File: src/rtl/hpb_pkg.sv
// Package hpb_pkg: shared types for the host port halfword bridge.
// Assumes a 2-bit function code on the host side.
package hpb_pkg;
    typedef enum logic [1:0] {
        FN_CTRL     = 2'd0,
        FN_ADDR     = 2'd1,
        FN_DATA_INC = 2'd2,
        FN_DATA_FIX = 2'd3
    } host_fn_e;
endpackage

File: src/rtl/hpb_hw_order.sv
// Module hpb_hw_order: places halfwords within a word according to the order bit.
// Joins a first and second halfword into a word, and picks one halfword of a word.
// Purely combinational; assumes order_i is stable while the result is used.
module hpb_hw_order #(
    parameter int HW_W = 16
) (
    input  logic                order_i,
    input  logic [HW_W-1:0]     first_i,
    input  logic [HW_W-1:0]     second_i,
    input  logic [2*HW_W-1:0]   word_i,
    input  logic                pick_second_i,
    output logic [2*HW_W-1:0]   word_o,
    output logic [HW_W-1:0]     half_o
);
    // Join: order 0 puts the first halfword on top, order 1 puts it at the bottom.
    always_comb begin
        if (order_i) word_o = {second_i, first_i};
        else         word_o = {first_i, second_i};
    end

    // Split: the low half is wanted when exactly one of order and pick is set.
    always_comb begin
        if (pick_second_i ^ order_i) half_o = word_i[HW_W-1:0];
        else                         half_o = word_i[2*HW_W-1:HW_W];
    end
endmodule

File: src/rtl/hpb_mem_port.sv
// Module hpb_mem_port: single-outstanding request/acknowledge memory port.
// Latches direction, address and write data when a request is issued and
// holds them until the acknowledge arrives. Assumes issue_i comes only while idle.
module hpb_mem_port #(
    parameter int WORD_W = 32
) (
    input  logic              clk,
    input  logic              rst_n,
    input  logic              issue_i,
    input  logic              issue_we_i,
    input  logic [WORD_W-1:0] issue_addr_i,
    input  logic [WORD_W-1:0] issue_wdata_i,
    input  logic              mem_ack_i,
    output logic              mem_req_o,
    output logic              mem_we_o,
    output logic [WORD_W-1:0] mem_addr_o,
    output logic [WORD_W-1:0] mem_wdata_o,
    output logic              busy_o,
    output logic              done_o
);
    logic              req_q;
    logic              we_q;
    logic [WORD_W-1:0] addr_q;
    logic [WORD_W-1:0] wdata_q;

    // Request state: set on issue, cleared on the acknowledge.
    always_ff @(posedge clk) begin
        if (!rst_n) begin
            req_q   <= 1'b0;
            we_q    <= 1'b0;
            addr_q  <= '0;
            wdata_q <= '0;
        end else if (req_q && mem_ack_i) begin
            req_q <= 1'b0;
        end else if (issue_i && !req_q) begin
            req_q   <= 1'b1;
            we_q    <= issue_we_i;
            addr_q  <= issue_addr_i;
            wdata_q <= issue_wdata_i;
        end
    end

    assign mem_req_o   = req_q;
    assign mem_we_o    = we_q;
    assign mem_addr_o  = addr_q;
    assign mem_wdata_o = wdata_q;
    assign busy_o      = req_q;
    assign done_o      = req_q && mem_ack_i;

    // request and its fields stay steady until acknowledged.
    a_r8_req_hold: assert property (@(posedge clk) disable iff (!rst_n)
        (mem_req_o && !mem_ack_i) |=> (mem_req_o && $stable(mem_addr_o)
                                       && $stable(mem_we_o) && $stable(mem_wdata_o)));

    // request drops in the cycle after the acknowledge.
    a_r8_req_drop: assert property (@(posedge clk) disable iff (!rst_n)
        (mem_req_o && mem_ack_i) |=> !mem_req_o);
endmodule

File: src/rtl/hpb_bridge.sv
// Module hpb_bridge: host halfword bus to control/address/data registers,
// with a single-word memory port behind the data register.
// Assumes one strobe per halfword. The host waits for a data transfer to finish
// before its next data strobe; data strobes during a request are dropped.
module hpb_bridge #(
    parameter int HW_W      = 16,
    parameter int ADDR_STEP = 4
) (
    input  logic                clk,
    input  logic                rst_n,
    input  logic                host_strobe,
    input  logic [1:0]          host_sel,
    input  logic                host_second,
    input  logic                host_rd,
    input  logic [HW_W-1:0]     host_wdata,
    output logic [HW_W-1:0]     host_rdata,
    output logic                mem_req,
    output logic                mem_we,
    output logic [2*HW_W-1:0]   mem_addr,
    output logic [2*HW_W-1:0]   mem_wdata,
    input  logic [2*HW_W-1:0]   mem_rdata,
    input  logic                mem_ack
);
    import hpb_pkg::*;

    localparam int WORD_W     = 2 * HW_W;
    localparam int ALIGN_BITS = $clog2(ADDR_STEP);
    localparam logic [WORD_W-1:0] STEP = WORD_W'(ADDR_STEP);

    host_fn_e          fn;
    logic              fn_data;
    logic              busy;
    logic              done;
    logic              hit;
    logic              wr_done;
    logic              rd_second_inc;
    logic              issue;
    logic              inc_pend_q;
    logic [HW_W-1:0]   first_q;
    logic [WORD_W-1:0] ctrl_q;
    logic [WORD_W-1:0] addr_q;
    logic [WORD_W-1:0] data_q;
    logic [WORD_W-1:0] asm_word;
    logic [WORD_W-1:0] rd_src;
    logic              rd_pick;
    logic              rd_load;
    logic [HW_W-1:0]   rd_half;
    logic [HW_W-1:0]   rdata_q;
    logic [WORD_W-1:0] issue_addr;
    logic              addr_host_wr;
    logic              inc_now;

    assign fn      = host_fn_e'(host_sel);
    assign fn_data = host_sel[1];
    assign hit     = host_strobe && !(fn_data && busy);
    assign wr_done = hit && !host_rd && host_second;
    assign rd_second_inc = hit && host_rd && host_second && (fn == FN_DATA_INC);
    assign issue   = (wr_done && fn_data) || (hit && host_rd && !host_second && fn_data);
    assign issue_addr = {addr_q[WORD_W-1:ALIGN_BITS], ALIGN_BITS'(0)};
    assign addr_host_wr = wr_done && (fn == FN_ADDR);
    assign inc_now = (done && inc_pend_q) || rd_second_inc;

    hpb_hw_order #(.HW_W(HW_W)) order_i (
        .order_i       (ctrl_q[0]),
        .first_i       (first_q),
        .second_i      (host_wdata),
        .word_i        (rd_src),
        .pick_second_i (rd_pick),
        .word_o        (asm_word),
        .half_o        (rd_half)
    );

    hpb_mem_port #(.WORD_W(WORD_W)) port_i (
        .clk           (clk),
        .rst_n         (rst_n),
        .issue_i       (issue),
        .issue_we_i    (!host_rd),
        .issue_addr_i  (issue_addr),
        .issue_wdata_i (asm_word),
        .mem_ack_i     (mem_ack),
        .mem_req_o     (mem_req),
        .mem_we_o      (mem_we),
        .mem_addr_o    (mem_addr),
        .mem_wdata_o   (mem_wdata),
        .busy_o        (busy),
        .done_o        (done)
    );

    // Holds the first halfword of a write until the second one arrives.
    always_ff @(posedge clk) begin
        if (!rst_n)                                first_q <= '0;
        else if (hit && !host_rd && !host_second)  first_q <= host_wdata;
    end

    // Control register: written only on a completed two-halfword write.
    always_ff @(posedge clk) begin
        if (!rst_n)                          ctrl_q <= '0;
        else if (wr_done && fn == FN_CTRL)   ctrl_q <= asm_word;
    end

    // Address register: a host write wins over the post-increment.
    always_ff @(posedge clk) begin
        if (!rst_n)            addr_q <= '0;
        else if (addr_host_wr) addr_q <= asm_word;
        else if (inc_now)      addr_q <= addr_q + STEP;
    end

    // Remembers that the outstanding write asked for a post-increment.
    always_ff @(posedge clk) begin
        if (!rst_n)                      inc_pend_q <= 1'b0;
        else if (done)                   inc_pend_q <= 1'b0;
        else if (issue && !host_rd)      inc_pend_q <= (fn == FN_DATA_INC);
    end

    // Data register: loaded by a host write or by a returned read word.
    always_ff @(posedge clk) begin
        if (!rst_n)                 data_q <= '0;
        else if (wr_done && fn_data) data_q <= asm_word;
        else if (done && !mem_we)   data_q <= mem_rdata;
    end

    // Chooses which word and halfword feed the read-back register.
    always_comb begin
        rd_src  = data_q;
        rd_pick = host_second;
        if (done && !mem_we) begin
            rd_src  = mem_rdata;
            rd_pick = 1'b0;
        end else begin
            case (fn)
                FN_CTRL: rd_src = ctrl_q;
                FN_ADDR: rd_src = addr_q;
                default: rd_src = data_q;
            endcase
        end
    end

    assign rd_load = (done && !mem_we) || (hit && host_rd && (!fn_data || host_second));

    // Read-back register presented to the host.
    always_ff @(posedge clk) begin
        if (!rst_n)       rdata_q <= '0;
        else if (rd_load) rdata_q <= rd_half;
    end

    assign host_rdata = rdata_q;

    // a lone first halfword leaves the control register alone.
    a_r4_ctrl_first_half: assert property (@(posedge clk) disable iff (!rst_n)
        (host_strobe && !host_rd && !host_second && host_sel == 2'd0) |=> $stable(ctrl_q));

    // an acknowledged code-2 write with no host address write advances by one word.
    a_r6_post_inc: assert property (@(posedge clk) disable iff (!rst_n)
        (done && inc_pend_q && !addr_host_wr) |=> (addr_q == $past(addr_q) + STEP));

    // a data strobe during an outstanding request leaves the data register unchanged.
    a_r9_busy_ignored: assert property (@(posedge clk) disable iff (!rst_n)
        (mem_req && !mem_ack && host_strobe && host_sel[1]) |=> $stable(data_q));

    // the second halfword of a data read starts no memory request.
    a_r7_single_req: assert property (@(posedge clk) disable iff (!rst_n)
        (host_strobe && host_rd && host_second && host_sel[1] && !mem_req) |=> !mem_req);
endmodule

File: config.mk
export PLATFORM = sky130hd
export DESIGN_NAME = hpb_bridge
export DESIGN_NICKNAME = d
export VERILOG_FILES = /design/src/rtl/hpb_pkg.sv /design/src/rtl/hpb_hw_order.sv /design/src/rtl/hpb_mem_port.sv /design/src/rtl/hpb_bridge.sv
export SDC_FILE = /design/constraint.sdc
export NUM_CORES = 1
export LEC_CHECK = 0
export BUFFER_PORTS_ARGS = -buffer_cell sky130_fd_sc_hd__buf_2
export CAP_MARGIN = 20
export CORE_MARGIN = 4
export CORE_UTILIZATION = 30
export DETAILED_ROUTE_END_ITERATION = 7
export SLEW_MARGIN = 20
export SYNTH_ARGS = -nofsm -noshare
export SYNTH_HDL_FRONTEND = slang
export SYNTH_SLANG_ARGS = --single-unit
File: constraint.sdc
create_clock -name clk -period 2.53 [get_ports clk]
set_clock_uncertainty 0.05 [all_clocks]
set_input_delay 0.506 -clock clk [delete_from_list [all_inputs] [get_ports clk]]
set_output_delay 0.506 -clock clk [all_outputs]
set_load 0.01 [all_outputs]
# After elaboration in Yosys (flattened, before gate mapping)
# Cells that the tools add are included.
[word_totals] regBits=193 in_bits=56 out_inout_bits=82 word_cells=59
[classes] add_sub_neg=1 n_eq_ne=2 n_mux=9 bitwise=3 n_reduce_logical=34
[ops] cell="$mux 32" n=6
[ops] cell="$pmux 32 s2" n=1
[ops] cell="$add 32x3->32 const B" n=1
[ops] cell="$logic_and 1x1->1" n=19
[ops] cell="$mux 16" n=1
[ops] cell="$logic_not 1->1" n=6
[ops] cell="$logic_or 1x1->1" n=4
[ops] cell="$reduce_bool 2->1" n=2
[ops] cell="$eq 2x1->1 const B" n=1
[ops] cell="$eq 2x2->1 const B" n=1
[ops] cell="$logic_not 2->1" n=1
[ops] cell="$not 1->1" n=2
[ops] cell="$reduce_and 2->1" n=1
[ops] cell="$reduce_or 2->1" n=1
[ops] cell="$mux 1" n=1
[ops] cell="$xor 1x1->1" n=1

# Longest topological paths before layout
[logic_depth] ltp_word=9 ltp_mapped=8 mapped_depth_nobuf=6

# Cells and area by module
# A second synthesis with hierarchy kept.
[unflattened] hier_cells=1147 area_unflattened_um2=9740.6
[modules_own_cells] module="hpb_bridge" n_inst=1 cells_each=804 area_per_inst_um2=6453.7 seq_area_each_um2=2582.5
[modules_own_cells] module="hpb_mem_port" n_inst=1 cells_each=289 area_per_inst_um2=2640.0 seq_area_each_um2=1321.3
[modules_own_cells] module="hpb_hw_order" n_inst=1 cells_each=54 area_per_inst_um2=646.9 seq_area_each_um2=0.0

# Worst setup path before layout
# Ideal clock, no wire load.
[synth_path] kind="input-to-reg" start="in mem_ack" end="reg rdata_q[4] (netlist: host_rdata[4])" setup_time_ns=0.122 arrival_time_ns=1.979 t_required_ns=2.358 setup_slack_ns=0.379 stages=7 n_path_buf=2 path_cell_list="and3b_1 > buf_2 > nor3_4 > nor2_2 > buf_2 > mux2_2 > a221o_1"
[synth_via] elab_chain_cells=5 elab_cells_between_ends=7 cone_classes="3 x mux; 1 x bitwise; 3 x reduce/logical"
[synth_lines] element="from (decl)" line="hpb_bridge.sv:22" text="input logic mem_ack"
[synth_lines] element="$logic_and 1x1->1 *" line="hpb_mem_port.sv:48" text="assign done_o = req_q && mem_ack_i;"
[synth_lines] element="$logic_and 1x1->1 *" line="hpb_bridge.sv:126, hpb_bridge.sv:138"
[synth_lines] element="$mux 1" line="hpb_bridge.sv:126" text="if (done && !mem_we) begin"
[synth_lines] element="$xor 1x1->1" line="hpb_hw_order.sv:23" text="if (pick_second_i ^ order_i) half_o = word_i[HW_W-1:0];"
[synth_lines] element="$mux 16" line="hpb_hw_order.sv:23"
[synth_lines] element="to (signal assigned)" line="hpb_bridge.sv:143" text="else if (rd_load) rdata_q <= rd_half;"
[synth_lines] element="to (decl)" line="hpb_bridge.sv:48" text="logic [HW_W-1:0] rdata_q;"
# Every way passes the cells marked *; elsewhere a longest branch is shown, timed or not.
# A chain may end at the register's enable or synchronous reset.

# Worst setup path after layout
[layout_path] start="reg port_i.req_q (netlist: port_i.busy_o)" end="reg rdata_q[14] (netlist: host_rdata[14])"
[layout_via] elab_chain_cells=6 elab_cells_between_ends=12 cone_classes="3 x mux; 1 x bitwise; 8 x reduce/logical"
[layout_lines] element="from (decl)" line="hpb_mem_port.sv:21" text="logic req_q;"
[layout_lines] element="from (signal assigned)" line="hpb_mem_port.sv:29" text="req_q <= 1'b0;"
[layout_lines] element="from (signal assigned)" line="hpb_mem_port.sv:34" text="req_q <= 1'b0;"
[layout_lines] element="from (signal assigned)" line="hpb_mem_port.sv:36" text="req_q <= 1'b1;"
[layout_lines] element="branches (longest 6 deep; another with $mux 16)"
# Several ways; the timed one is not identified.

==> out/metrics.cfg <==
[cts]
clockBufferDepth=2
ctsResizeCount=0
clkTransAtPathRegs_ns=0.07
cts.sink_count=193
clkLatencyLatePin_ns=0.44
post_cts_buffers=0
cts_root_buf=clkbuf_16
htreeDepth=4
cts_buffers=17
cts_tree=yes
cts_hold_buf=0

[critical_path]
reg2reg_depth=6
worstSetupPathType=reg2reg
cp_max_fo=17
cp-end-kind=flip-flop
r2r_start=port_i.busy_o
worstPathRequired_ns=2.81
start_kind=flip-flop
r2r-end=host_rdata[14]
rrSetupSlack_ns=0.26
startpoint=port_i.busy_o
arrival_ns=2.55

[placement]
portBuffers=135
gp_congestion=0.956
place_ws_ns=-0.0730
dp.final_hpwl_um=25300

[synth]
synth.area.top_cells=dfxtp_1 42%, mux2i_1 7.0%, nand2_1 6.4%
synth_top_area_share_pct=42.0
synth-seq-cells=193
synth.distinct_cells=51
syn-cell-area_um2=9190
synth-seq-area-share_pct=42.0
avgSynthCellArea_um2=8.45
synth_edf_count=0
ys_warn_count=0
ys.flop_type=dfxtp_1
yosysTopAreaCell=dfxtp_1
synthArstFlopShare_pct=0
synthCells=1088

[drt]
first_iter_violations=1020
ant_nets=0
drc=0
viasPerCell=5.45
totalWireLength_um=33500
wire_per_inst_um=20.8
vias=8761
dr.pass1.iters=6

[sta]
worstMarginPinSlew_ns=0.695
period_share_pct=89.8
max_freq_ghz=0.440
period_minus_slack_ns=2.27
hold_viol=0
setup_viol=0
slew_headroom_pct=52.3
rsz0062_at_grt=no
fin_ws_ns=0.258
maxSlewViolCount=0

[final_layout]
nFillCells=3114
multi_input_area_um2=4940
seqCellArea_um2=3860
nets=1260
layout-drive-gt1-share_pct=23.1
area_delta_synth_final_pct=20.3
final_cell_mix=192 x dfxtp_1, 157 x nand2_1, 135 x buf_2, 105 x nor2_1, 95 x a21oi_1
final_common_cell=dfxtp_1

[worst_hold_path]
hp-start=host_wdata[15]
hold_class=in2reg
worstHoldPathCells=3
hold_end=first_q[15]

[grt]
overflow=0
first_global_vias=8200
gr-usage-all-layers_pct=19.5
antenna_found_initial=1
grt_pass1_wl_um=50900
grt_max_degree=90

[power]
power_density_nw_per_um2=600
p_total_mw=6.63
power.leakage_nw=3.98
ir_drop_uv=423

[floorplan]
row_count=63
start_util_pct=30.7
ios=138
die_area_um2=33500
die_h_um=183
core_area_um2=30000
fp.dieW_um=183

[job]
cap_violations=0

[status]
status=finished clean

-- synth_stat cells (all sizes together), types with 2 or more instances --
library cell and number:
dfxtp 193, nand2 157, nor2 107, a21oi 95, o21ai 75, a211oi 67
mux2i 64, clkbuf 62, mux2 42, buf 33, nand3 27, a21boi 17
a221oi 17, a221o 16, a22oi 16, nand4 16, xor2 16, xnor2 13
nor3 12, and4 7, inv 5, and3 4, or3 4, nand2b 3
nor4 3, and2 2, nor4b 2, o41ai 2
-- final cells by class --
class                   instances  area share [%]
multi-input cells             796            44.6
flip-flops and latches        193            34.9
repair buffers                190            10.5
clock inverters                15            1.41
clock buffers                  17            3.85
inverters                       5           0.192
well taps                     390            4.41
diodes                          2          0.0452
-- stage by stage --
| step | area, um^2 | utilization (%) | instances | setup TNS, ns | hold slack, ns |
|---|---|---|---|---|---|
| after detailed placement | 10500 | 35.0 | 1574 | -0.330 | 0.395 |
| after floorplan | 9200 | - | 1089 | 0 | 0.387 |
| after CTS | 11100 | 36.9 | 1606 | 0 | 0.268 |
| final | 11100 | 36.9 | 1608 | 0 | 0.285 |
| after global routing | 11100 | 36.9 | 1606 | 0 | 0.281 |
| after global placement | 10500 | 35.0 | 1574 | 0 | 0.393 |
-- logic make-up (layout without fill, tap and decap cells) --
group / Yosys count / in the layout / synth area share, %
compound gates: 310 / 310 / 21.7
other cells: 1 / 4 / 0.0408
buf+inv: 100 / 227 / 4.48
fa+ha+maj: 1 / 1 / 0.136
mux: 106 / 106 / 12.1
flops: 193 / 193 / 42.0
simple gates: 348 / 348 / 16.8
xor+xnor: 29 / 29 / 2.76
-- worst max-delay path, cell delays in order, from the launching register on --
cell,delay [ns]
dfxtp_1,0.48
nand3b_1,0.17
a21boi_2,0.52
nor2_2,0.08
buf_4,0.23
mux2_2,0.30
a221o_1,0.34
-- metal layers --
| layer | vias up | GRT usage, % | wire length [um] |
|---|---|---|---|
| li1 | 4140 | - | - |
| met1 | 4212 | 29.4 | 16100 |
| met2 | 371 | 28.3 | 14100 |
| met3 | 38 | 4.26 | 2810 |
| met4 | 0 | 4.89 | 513 |
| met5 | - | 0 | 0 |
-- state kept, by name, summed over array words and instances (netlist names), 16 cells and up --
register and count:
port_i.mem_addr_o 30, addr_q 32, host_rdata 16, port_i.mem_wdata_o 32, first_q 16, data_q 32, ctrl_q 32
-- how the worst max path moves through the flow --
stage                     endpoint  slack (ns)  cells past startpoint
CTS                  host_rdata[7]        0.15                      6
floorplan            host_rdata[4]        0.38                      7
global placement     host_rdata[7]        0.06                      7
global route        host_rdata[14]        0.14                      6
detailed placement   host_rdata[7]       -0.07                      7
finish              host_rdata[14]        0.26                      6
-- report_power, final --
part	internal [mW]	total, mW	switching (mW)
Sequential	3.12	3.19	0.0682
Combinational	0.271	0.738	0.467
Clock	1.39	2.70	1.31
Note: power is estimated with default switching activity, not from simulation.
